## src/rtl/incl_pkg.sv

```systemverilog
package incl_pkg;

  typedef logic [1:0] mesi_t;
  localparam mesi_t ST_I = 2'd0;
  localparam mesi_t ST_S = 2'd1;
  localparam mesi_t ST_E = 2'd2;
  localparam mesi_t ST_M = 2'd3;

  typedef enum logic [2:0] {
    P_IDLE, P_SELECT, P_BINV, P_WAIT, P_COPYBACK, P_FETCH, P_DONE
  } phase_t;

  function automatic logic is_live(mesi_t s);
    return s != ST_I;
  endfunction

  function automatic logic is_dirty(mesi_t s);
    return s == ST_M;
  endfunction

  function automatic mesi_t fill_state(logic fill, logic excl);
    if (!fill) return ST_I;
    return excl ? ST_E : ST_S;
  endfunction

endpackage

```

## src/rtl/incl_dir.sv

```systemverilog
module incl_dir
  import incl_pkg::*;
#(
  parameter int SETS  = 8,
  parameter int GRAN  = 4,
  parameter int TAG_W = 8,
  localparam int IDX_W = (SETS > 1) ? $clog2(SETS) : 1,
  localparam int GW    = (GRAN > 1) ? $clog2(GRAN) : 1
) (
  input  logic                      clk,
  input  logic                      rst_n,
  input  logic [IDX_W-1:0]          rd_idx,
  output logic [TAG_W-1:0]          rd_tag,
  output mesi_t [GRAN-1:0]          rd_st,
  input  logic                      mark_en,
  input  logic [GW-1:0]             mark_gran,
  input  logic                      retire_en,
  input  logic                      inst_en,
  input  logic [TAG_W-1:0]          inst_tag,
  input  mesi_t [GRAN-1:0]          inst_st
);

  logic [TAG_W-1:0]      tag_q [SETS];
  logic [GRAN-1:0][1:0]  st_q  [SETS];

  assign rd_tag = tag_q[rd_idx];
  assign rd_st  = st_q[rd_idx];

  always_ff @(posedge clk or negedge rst_n) begin
    if (!rst_n) begin
      for (int i = 0; i < SETS; i++) begin
        tag_q[i] <= '0;
        st_q[i]  <= '0;
      end
    end else if (inst_en) begin
      tag_q[rd_idx] <= inst_tag;
      st_q[rd_idx]  <= inst_st;
    end else if (retire_en) begin
      st_q[rd_idx] <= '0;
    end else if (mark_en) begin
      st_q[rd_idx][mark_gran] <= ST_M;
    end
  end

endmodule

```

## src/rtl/incl_seq_ctl.sv

```systemverilog
module incl_seq_ctl
  import incl_pkg::*;
#(
  parameter int SETS  = 8,
  parameter int GRAN  = 4,
  parameter int TAG_W = 8,
  localparam int IDX_W = (SETS > 1) ? $clog2(SETS) : 1,
  localparam int GW    = (GRAN > 1) ? $clog2(GRAN) : 1,
  localparam int CW    = $clog2(GRAN + 1)
) (
  input  logic              clk,
  input  logic              rst_n,
  input  logic              alloc_valid,
  input  logic [IDX_W-1:0]  alloc_idx,
  input  logic [TAG_W-1:0]  alloc_tag,
  input  logic              alloc_excl,
  input  logic [GRAN-1:0]   alloc_fill,
  input  logic              binv_ready,
  input  logic              resp_valid,
  input  logic              resp_push,
  input  logic              cb_ready,
  input  logic              fetch_ready,
  input  logic [GRAN-1:0]   live_mask,
  input  logic [GRAN-1:0]   dirty_mask,
  output logic              alloc_ready,
  output logic              binv_valid,
  output logic              binv_fire,
  output logic              cb_valid,
  output logic              fetch_valid,
  output logic              done,
  output logic              resp_take,
  output logic              mark_en,
  output logic              retire_en,
  output logic              inst_en,
  output logic [GW-1:0]     gran_q,
  output logic [IDX_W-1:0]  idx_q,
  output logic [TAG_W-1:0]  ntag_q,
  output logic              excl_q,
  output logic [GRAN-1:0]   fill_q
);

  phase_t        ph_q, ph_d;
  logic [CW-1:0] iss_q, rsp_q;
  logic          cur_live, g_step, g_last, all_back;

  assign cur_live    = live_mask[gran_q];
  assign g_last      = gran_q == GW'(GRAN - 1);
  assign all_back    = iss_q == rsp_q;

  assign alloc_ready = ph_q == P_IDLE;
  assign binv_valid  = (ph_q == P_BINV) && cur_live;
  assign binv_fire   = binv_valid && binv_ready;
  assign g_step      = (ph_q == P_BINV) && (!cur_live || binv_ready);
  assign cb_valid    = ph_q == P_COPYBACK;
  assign fetch_valid = ph_q == P_FETCH;
  assign done        = ph_q == P_DONE;

  assign resp_take   = resp_valid && (ph_q == P_BINV || ph_q == P_WAIT);
  assign mark_en     = resp_take && resp_push;
  assign retire_en   = ((ph_q == P_WAIT) && all_back && (dirty_mask == '0))
                     || (cb_valid && cb_ready);
  assign inst_en     = fetch_valid && fetch_ready;

  always_comb begin
    ph_d = ph_q;
    unique case (ph_q)
      P_IDLE:     if (alloc_valid) ph_d = P_SELECT;
      P_SELECT:   ph_d = (live_mask == '0) ? P_FETCH : P_BINV;
      P_BINV:     if (g_step && g_last) ph_d = P_WAIT;
      P_WAIT:     if (all_back) ph_d = (dirty_mask != '0) ? P_COPYBACK : P_FETCH;
      P_COPYBACK: if (cb_ready) ph_d = P_FETCH;
      P_FETCH:    if (fetch_ready) ph_d = P_DONE;
      P_DONE:     ph_d = P_IDLE;
      default:    ph_d = P_IDLE;
    endcase
  end

  always_ff @(posedge clk or negedge rst_n) begin
    if (!rst_n) begin
      ph_q   <= P_IDLE;
      idx_q  <= '0;
      ntag_q <= '0;
      excl_q <= 1'b0;
      fill_q <= '0;
      gran_q <= '0;
      iss_q  <= '0;
      rsp_q  <= '0;
    end else begin
      ph_q <= ph_d;
      if (alloc_ready && alloc_valid) begin
        idx_q  <= alloc_idx;
        ntag_q <= alloc_tag;
        excl_q <= alloc_excl;
        fill_q <= alloc_fill;
      end
      if (ph_q == P_SELECT) begin
        gran_q <= '0;
        iss_q  <= '0;
        rsp_q  <= '0;
      end else begin
        if (g_step && !g_last) gran_q <= gran_q + 1'b1;
        if (binv_fire)         iss_q  <= iss_q + 1'b1;
        if (resp_take)         rsp_q  <= rsp_q + 1'b1;
      end
    end
  end

endmodule

```

## src/rtl/incl_backinv_seq.sv

```systemverilog
module incl_backinv_seq
  import incl_pkg::*;
#(
  parameter int SETS  = 8,
  parameter int GRAN  = 4,
  parameter int TAG_W = 8,
  localparam int IDX_W = (SETS > 1) ? $clog2(SETS) : 1,
  localparam int GW    = (GRAN > 1) ? $clog2(GRAN) : 1
) (
  input  logic              clk,
  input  logic              rst_n,
  input  logic              alloc_valid,
  output logic              alloc_ready,
  input  logic [IDX_W-1:0]  alloc_idx,
  input  logic [TAG_W-1:0]  alloc_tag,
  input  logic              alloc_excl,
  input  logic [GRAN-1:0]   alloc_fill,
  output logic              binv_valid,
  input  logic              binv_ready,
  output logic [IDX_W-1:0]  binv_idx,
  output logic [TAG_W-1:0]  binv_tag,
  output logic [GW-1:0]     binv_gran,
  input  logic              resp_valid,
  input  logic [GW-1:0]     resp_gran,
  input  logic              resp_push,
  output logic              cb_valid,
  input  logic              cb_ready,
  output logic [IDX_W-1:0]  cb_idx,
  output logic [TAG_W-1:0]  cb_tag,
  output logic [GRAN-1:0]   cb_mask,
  output logic              fetch_valid,
  input  logic              fetch_ready,
  output logic [IDX_W-1:0]  fetch_idx,
  output logic [TAG_W-1:0]  fetch_tag,
  output logic [GRAN-1:0]   fetch_fill,
  output logic              done
);

  // named internal events, also observed by the bound checker
  logic              evt_binv_fire, evt_resp_take, evt_resp_mark, evt_retire, evt_install;

  logic [GRAN-1:0]   live_mask, dirty_mask;
  mesi_t [GRAN-1:0]  rd_st, inst_st;
  logic [TAG_W-1:0]  rd_tag, ntag_q;
  logic [IDX_W-1:0]  idx_q;
  logic [GW-1:0]     gran_q;
  logic              excl_q;
  logic [GRAN-1:0]   fill_q;

  for (genvar g = 0; g < GRAN; g++) begin : g_gran
    assign live_mask[g]  = is_live(rd_st[g]);
    assign dirty_mask[g] = is_dirty(rd_st[g]);
    assign inst_st[g]    = fill_state(fill_q[g], excl_q);
  end

  incl_seq_ctl #(.SETS(SETS), .GRAN(GRAN), .TAG_W(TAG_W)) ctl_i (
    .clk         (clk),
    .rst_n       (rst_n),
    .alloc_valid (alloc_valid),
    .alloc_idx   (alloc_idx),
    .alloc_tag   (alloc_tag),
    .alloc_excl  (alloc_excl),
    .alloc_fill  (alloc_fill),
    .binv_ready  (binv_ready),
    .resp_valid  (resp_valid),
    .resp_push   (resp_push),
    .cb_ready    (cb_ready),
    .fetch_ready (fetch_ready),
    .live_mask   (live_mask),
    .dirty_mask  (dirty_mask),
    .alloc_ready (alloc_ready),
    .binv_valid  (binv_valid),
    .binv_fire   (evt_binv_fire),
    .cb_valid    (cb_valid),
    .fetch_valid (fetch_valid),
    .done        (done),
    .resp_take   (evt_resp_take),
    .mark_en     (evt_resp_mark),
    .retire_en   (evt_retire),
    .inst_en     (evt_install),
    .gran_q      (gran_q),
    .idx_q       (idx_q),
    .ntag_q      (ntag_q),
    .excl_q      (excl_q),
    .fill_q      (fill_q)
  );

  incl_dir #(.SETS(SETS), .GRAN(GRAN), .TAG_W(TAG_W)) dir_i (
    .clk       (clk),
    .rst_n     (rst_n),
    .rd_idx    (idx_q),
    .rd_tag    (rd_tag),
    .rd_st     (rd_st),
    .mark_en   (evt_resp_mark),
    .mark_gran (resp_gran),
    .retire_en (evt_retire),
    .inst_en   (evt_install),
    .inst_tag  (ntag_q),
    .inst_st   (inst_st)
  );

  assign binv_idx   = idx_q;
  assign binv_tag   = rd_tag;
  assign binv_gran  = gran_q;
  assign cb_idx     = idx_q;
  assign cb_tag     = rd_tag;
  assign cb_mask    = dirty_mask;
  assign fetch_idx  = idx_q;
  assign fetch_tag  = ntag_q;
  assign fetch_fill = fill_q;

endmodule

```

## config.mk

```make
export PLATFORM = sky130hd
export DESIGN_NAME = incl_backinv_seq
export DESIGN_NICKNAME = d
export VERILOG_FILES = /design/src/rtl/incl_pkg.sv /design/src/rtl/incl_dir.sv /design/src/rtl/incl_seq_ctl.sv /design/src/rtl/incl_backinv_seq.sv
export SDC_FILE = /design/constraint.sdc
export NUM_CORES = 1
export LEC_CHECK = 0
export BUFFER_PORTS_ARGS = -buffer_cell sky130_fd_sc_hd__buf_2
export CAP_MARGIN = 30
export CORE_MARGIN = 2
export CORE_UTILIZATION = 57
export DETAILED_ROUTE_END_ITERATION = 8
export PLACE_DENSITY = 0.83
export SYNTH_ARGS = -nofsm -noshare
export SYNTH_HDL_FRONTEND = slang
export SYNTH_SLANG_ARGS = --single-unit
```

## constraint.sdc

```tcl
create_clock -name clk -period 8.45 [get_ports clk]
set_clock_uncertainty 0.15 [all_clocks]
set_input_delay 0.845 -clock clk [delete_from_list [all_inputs] [get_ports clk]]
set_output_delay 0.845 -clock clk [all_outputs]
set_load 0.01 [all_outputs]
```

; Word-level counts from Yosys, hierarchy flattened
; Index checks and enable logic that the tools add are counted.
[word_totals]
output_inout_bits = 48
input_bits = 26
register_bits = 155
word_cells = 147
[op_classes]
n_eq_ne = 17
reduce_logical = 32
bitwise = 4
magnitude_cmp = 5
n_mux = 38
n_addsub = 3
[ops]
columns = operator, count
row1 = 64-bit two-way mux, 3
row2 = 64-bit bitwise mux, 2
row3 = 64-bit AND, 1
row4 = 64-bit inverter, 1
row5 = 64-bit bitwise OR, 1
row6 = 8-bit binary-select mux with 3-bit select, 2
row7 = 8-bit demux with 3-bit select, 2
row8 = 8-bit two-way mux, 6
row9 = 3-bit two-way mux, 10
row10 = 3-bit one-hot mux with 6 select lines, 1
row11 = 2-bit two-way mux, 8
row12 = 1-bit logical AND, 14
row13 = 2-bit nonzero test, 7
row14 = 2-bit equality test (second input constant), 5
row15 = 3-bit equality test (second input constant), 3
row16 = 4-bit logical NOT, 2
row17 = 2-bit != test (second input constant), 4
row18 = 3-bit by 1-bit adder with 3-bit output (second input constant), 2
row19 = 3-bit by 2-bit equality test with 1-bit output (second input constant), 2
row20 = 2-bit by 3-bit less-than comparator with 1-bit output (second input constant), 2
row21 = 5-bit AND reduction, 1
row22 = 2-bit demux with 2-bit select, 1
row23 = 4-bit >= comparator (second input constant), 1
row24 = 4-bit by 1-bit less-than comparator with 1-bit output (second input constant), 1
row25 = other kinds (13), 17

; Logic depth before layout (Yosys ltp)
[logic_depth]
ltp_word = 13
mapped_depth = 11

; Cells and area by module
; A second synthesis with hierarchy kept.
[hier_totals]
cells_unflattened = 791
hier_area_um2 = 8256.7
[modules_own_cells]
columns = mod, area_per_inst_um2, n_inst, cells_each
row1 = incl_dir, 6678.9, 1, 644
row2 = incl_seq_ctl, 1372.6, 1, 117
row3 = incl_backinv_seq, 205.2, 1, 30

; Least setup slack after synthesis
; No wires, ideal clock.
[synth_timing]
path_kind = register to output
startpoint = register ctl_i.idx_q[1]
endpoint = output port binv_valid
path_slack_ns = 5.247
stages_incl_launch_ff = 9
arrival_ns = 2.208
path_buffers = 2
t_required_ns = 7.455
cell_sequence = dfrtp_1 buf_6 buf_6 mux4_2 a2111oi_0 o211a_1 a41oi_1 nand4_1 inv_1
[synth_via]
elab_chain_cells = 8
elab_cells_between_ends = 11
classes_between = mux (5) / bitwise (1) / reduce/logical (5)
[synth_lines]
columns = element, line_no
row1 = start: declaration, incl_seq_ctl.sv:36  ; output logic [IDX_W-1:0] idx_q,
row2 = start signal: assignment, incl_seq_ctl.sv:91  ; idx_q <= alloc_idx;
row3 = 3-bit inverter with 4-bit output (implied by the code) *, incl_dir.sv:27  ; assign rd_st = st_q[rd_idx];
row4 = 8-bit binary-select mux with 3-bit select *, incl_dir.sv:27
row5 = 8-bit two-way mux (implied by the code) * (2 in a row), incl_dir.sv:27
row6 = 2-bit nonzero test, incl_pkg.sv:14  ; return s != ST_I;
row7 = 1-bit binary-select mux with 2-bit select *, incl_seq_ctl.sv:46  ; assign cur_live = live_mask[gran_q];
row8 = 1-bit two-way mux (implied by the code) *, incl_seq_ctl.sv:46
row9 = 1-bit logical AND *, incl_seq_ctl.sv:51  ; assign binv_valid = (ph_q == P_BINV) && cur_live;
row10 = end: declaration, incl_backinv_seq.sv:18  ; output logic binv_valid,
; Every way passes the cells marked *; elsewhere a longest branch is shown, timed or not. The select of a mux whose other input is x is not followed.

; Worst setup path in the final report
[layout_timing]
startpoint = register ctl_i.idx_q[2]
endpoint = output port binv_valid
; The elaborated chain is that of the path after synthesis.

==> impl_metrics.yaml <==
status:
  status: "complete, no violations"
detailed_routing:
  routed_via_density: 6.874
  wl_um: 23590
  drtAntennaViolNets: 0
  m1WireLength_um: 9228
  met3_length_um: 2156
  drt-wirelength-per-cell_um: 24.05
  vias: 6743
  met2_length_um: 11240
  first_pass_iters: 5
  drc: 0
  drtIter0Drc: 668
  highest_layer: "met4"
critical_path:
  path_max_fanout: 25
  start_kind: "register"
  crit_chain: "buf_4, nor2b_1, a221oi_1, o221a_2, a41oi_1, nand4_1, inv_1, buf_2"
  regToRegSetupSlack_ns: 3.84
  cp-end-kind: "primary output"
  critPathMaxStageDelay_ns: 0.98
  critPathSlowestCell: "dfrtp_1"
  critical_path_class: "reg2out"
  worstPathRequired_ns: 7.46
  worstPathArrival_ns: 3.66
sta:
  period_share_pct: 55.10
  finalHoldViolations: 0
  hold_slack_ns: 0.3382
  tns_ns: 0
  rsz0062_at_grt: "no"
  setup_viol: 0
  fin_ws_ns: 3.794
  final_max_slew_viol_count: 0
  worst_slew_pin_slew_ns: 1.124
  max_slew_margin_pct: 24.96
  fin_crit_ns: 4.656
  fmax_mhz: 214.8
die:
  core-area_um2: 13770
  fp.dieH_um: 122.4
  row_count: 43
  die_w_um: 122.4
  die-area_um2: 14970
  initial_core_util_pct: 57.97
  pin_count: 74
yosys:
  synth-edff-count: 0
  synth_area_um2: 7984
  ys_seq_area_share_pct: 48.58
  postSynth.asyncResetShare_pct: 100.0
  ys_warn_count: 0
  synth_xor_area_share_pct: 0.3291
  netlist_instances: 740
  muxShareOfSynthArea_pct: 14.39
  yosys.area_share.adder_pct: 0.4701
  synth_compound_area_share_pct: 19.93
  syn_avg_cell_area_um2: 10.79
  yosys.area_share.simple_pct: 11.49
  synthDistinctLibCells: 71
  synth-seq-cells: 155
  synth_top_family_by_area: "compound AO/OA/AOI/OAI gates"
  synthFlopType: "dfrtp_1"
  synth_nets: 769
placed_design:
  post-place-ws_ns: 3.994
  hpwlAfterDp_um: 15310
  place.port_buffers: 73
  dp.cells: 949
  place.gp.congestion: 1.000
  place_area_um2: 8398
finish:
  syn_to_final_growth_pct: 13.45
  antennaDiodeCount: 0
  nNetsFinal: 817
  fin_cells: 981
  drive_gt1_share_pct: 28.84
  final_area_um2: 9057
  final_cell_mix: "dfrtp_1, mux2_2, buf_2"
  post-route-util_pct: 65.76
  final_common_cell: "dfrtp_1"
  fillers: 1102
clock_tree:
  path_clk_slew_ns: 0.07
  cts_sinks: 155
  cts_tree: "done"
  post_cts_buffers: 0
  clock_latency_ns: 0.44
  clock_path_buffers: 2
  cts_resized: 0
  holdBufCountCts: 0
  ctsHtreeMaxLevel: 4
  cts_root_buf: "clkbuf_16"
  cts_buffers: 17
grt:
  grt_pass1_wl_um: 37030
  grt_use_total_pct: 32.94
  grt_pass1_vias: 6703
  grt_max_degree: 96
  antenna_found_initial: 0
  globalRouteOverflowTotal: 0
power_and_ir_drop:
  powerDensity_nw_per_um2: 403.0
  leakage_nw: 4.192
  p_total_mw: 3.651
  irDropWorstVdd_uv: 222.7
run:
  drv_cap: 0
min_path:
  hp-class: "in2async"
## where the power goes
part	switching [mW]	internal [mW]
Combinational	0.872	0.600
Clock	0.342	0.517
Sequential	0.300	1.02
## cell usage after synthesis (all sizes together) (9+ instances only)
master	instances	area [um2]
nor2b	10	62.56
a31oi	19	118.9
dfrtp	155	3879
nand2	36	135.1
a221oi	12	123.9
nor3	24	130.1
and3	9	56.30
a21oi	52	260.3
mux2	87	983.4
o21ai	32	163.9
nand3	19	95.09
nor2	47	176.4
clkbuf	31	116.4
buf	32	234.0
inv	9	33.78
a22oi	28	210.2
o32a	9	90.09
mux2i	12	120.1
## final cells by class
type	count	area, um2	area share [%]
tap	180	225.2	2.487
clock inverter	14	220.2	2.431
sequential	155	3879	42.82
clock buffer	18	439.2	4.849
inverter	9	33.78	0.3730
timing repair buffer	92	534.3	5.899
multi-input combinational	513	3726	41.14
## cells by family after synthesis
family,after synthesis
mux,101
simple gates,183
fa+ha+maj,3
buf+inv,72
xor+xnor,3
compound gates,223
flops,155
## worst max-delay path: cells and delay by family (launching register included)
kind	cells	cell delay, ns
AO/OA/AOI/OAI	3	0.82
AND/OR/NAND/NOR	2	0.70
flip-flops	1	0.98
buffers and inverters	3	0.70
## worst paths after layout
check / start / endpoint / cells past startpoint
worst min-delay path: rst_n / dir_i.st_q[20]$_DFFE_PN0P_ / 1
worst min register to register: dir_i.tag_q[55]$_DFFE_PN0P_ / dir_i.tag_q[55]$_DFFE_PN0P_ / 1
max in group asynchronous: rst_n / dir_i.tag_q[61]$_DFFE_PN0P_ / 2
min in group clk: dir_i.tag_q[55]$_DFFE_PN0P_ / dir_i.tag_q[55]$_DFFE_PN0P_ / 1
worst max register to register: ctl_i.idx_q[2]$_DFFE_PN0P_ / dir_i.st_q[47]$_DFFE_PN0P_ / 9
worst max-delay path: ctl_i.idx_q[2]$_DFFE_PN0P_ / binv_valid / 8
## sequential cells by signal, summed over array words and instances, names as in the netlist, 3 cells and up
name	count
dir_i.st_q	64
dir_i.tag_q	64
ctl_i.ntag_q	8
ctl_i.fill_q	4
ctl_i.idx_q	3
ctl_i.iss_q	3
ctl_i.ph_q	3
ctl_i.rsp_q	3
## layer usage
layer / up-vias / track usage (%)
met4: 0 / 16.31
li1: 2895 / -
met1: 3363 / 42.84
met5: - / 0
met3: 86 / 7.714
met2: 399 / 51.94
No activity file was read; power rests on OpenSTA's default activity.
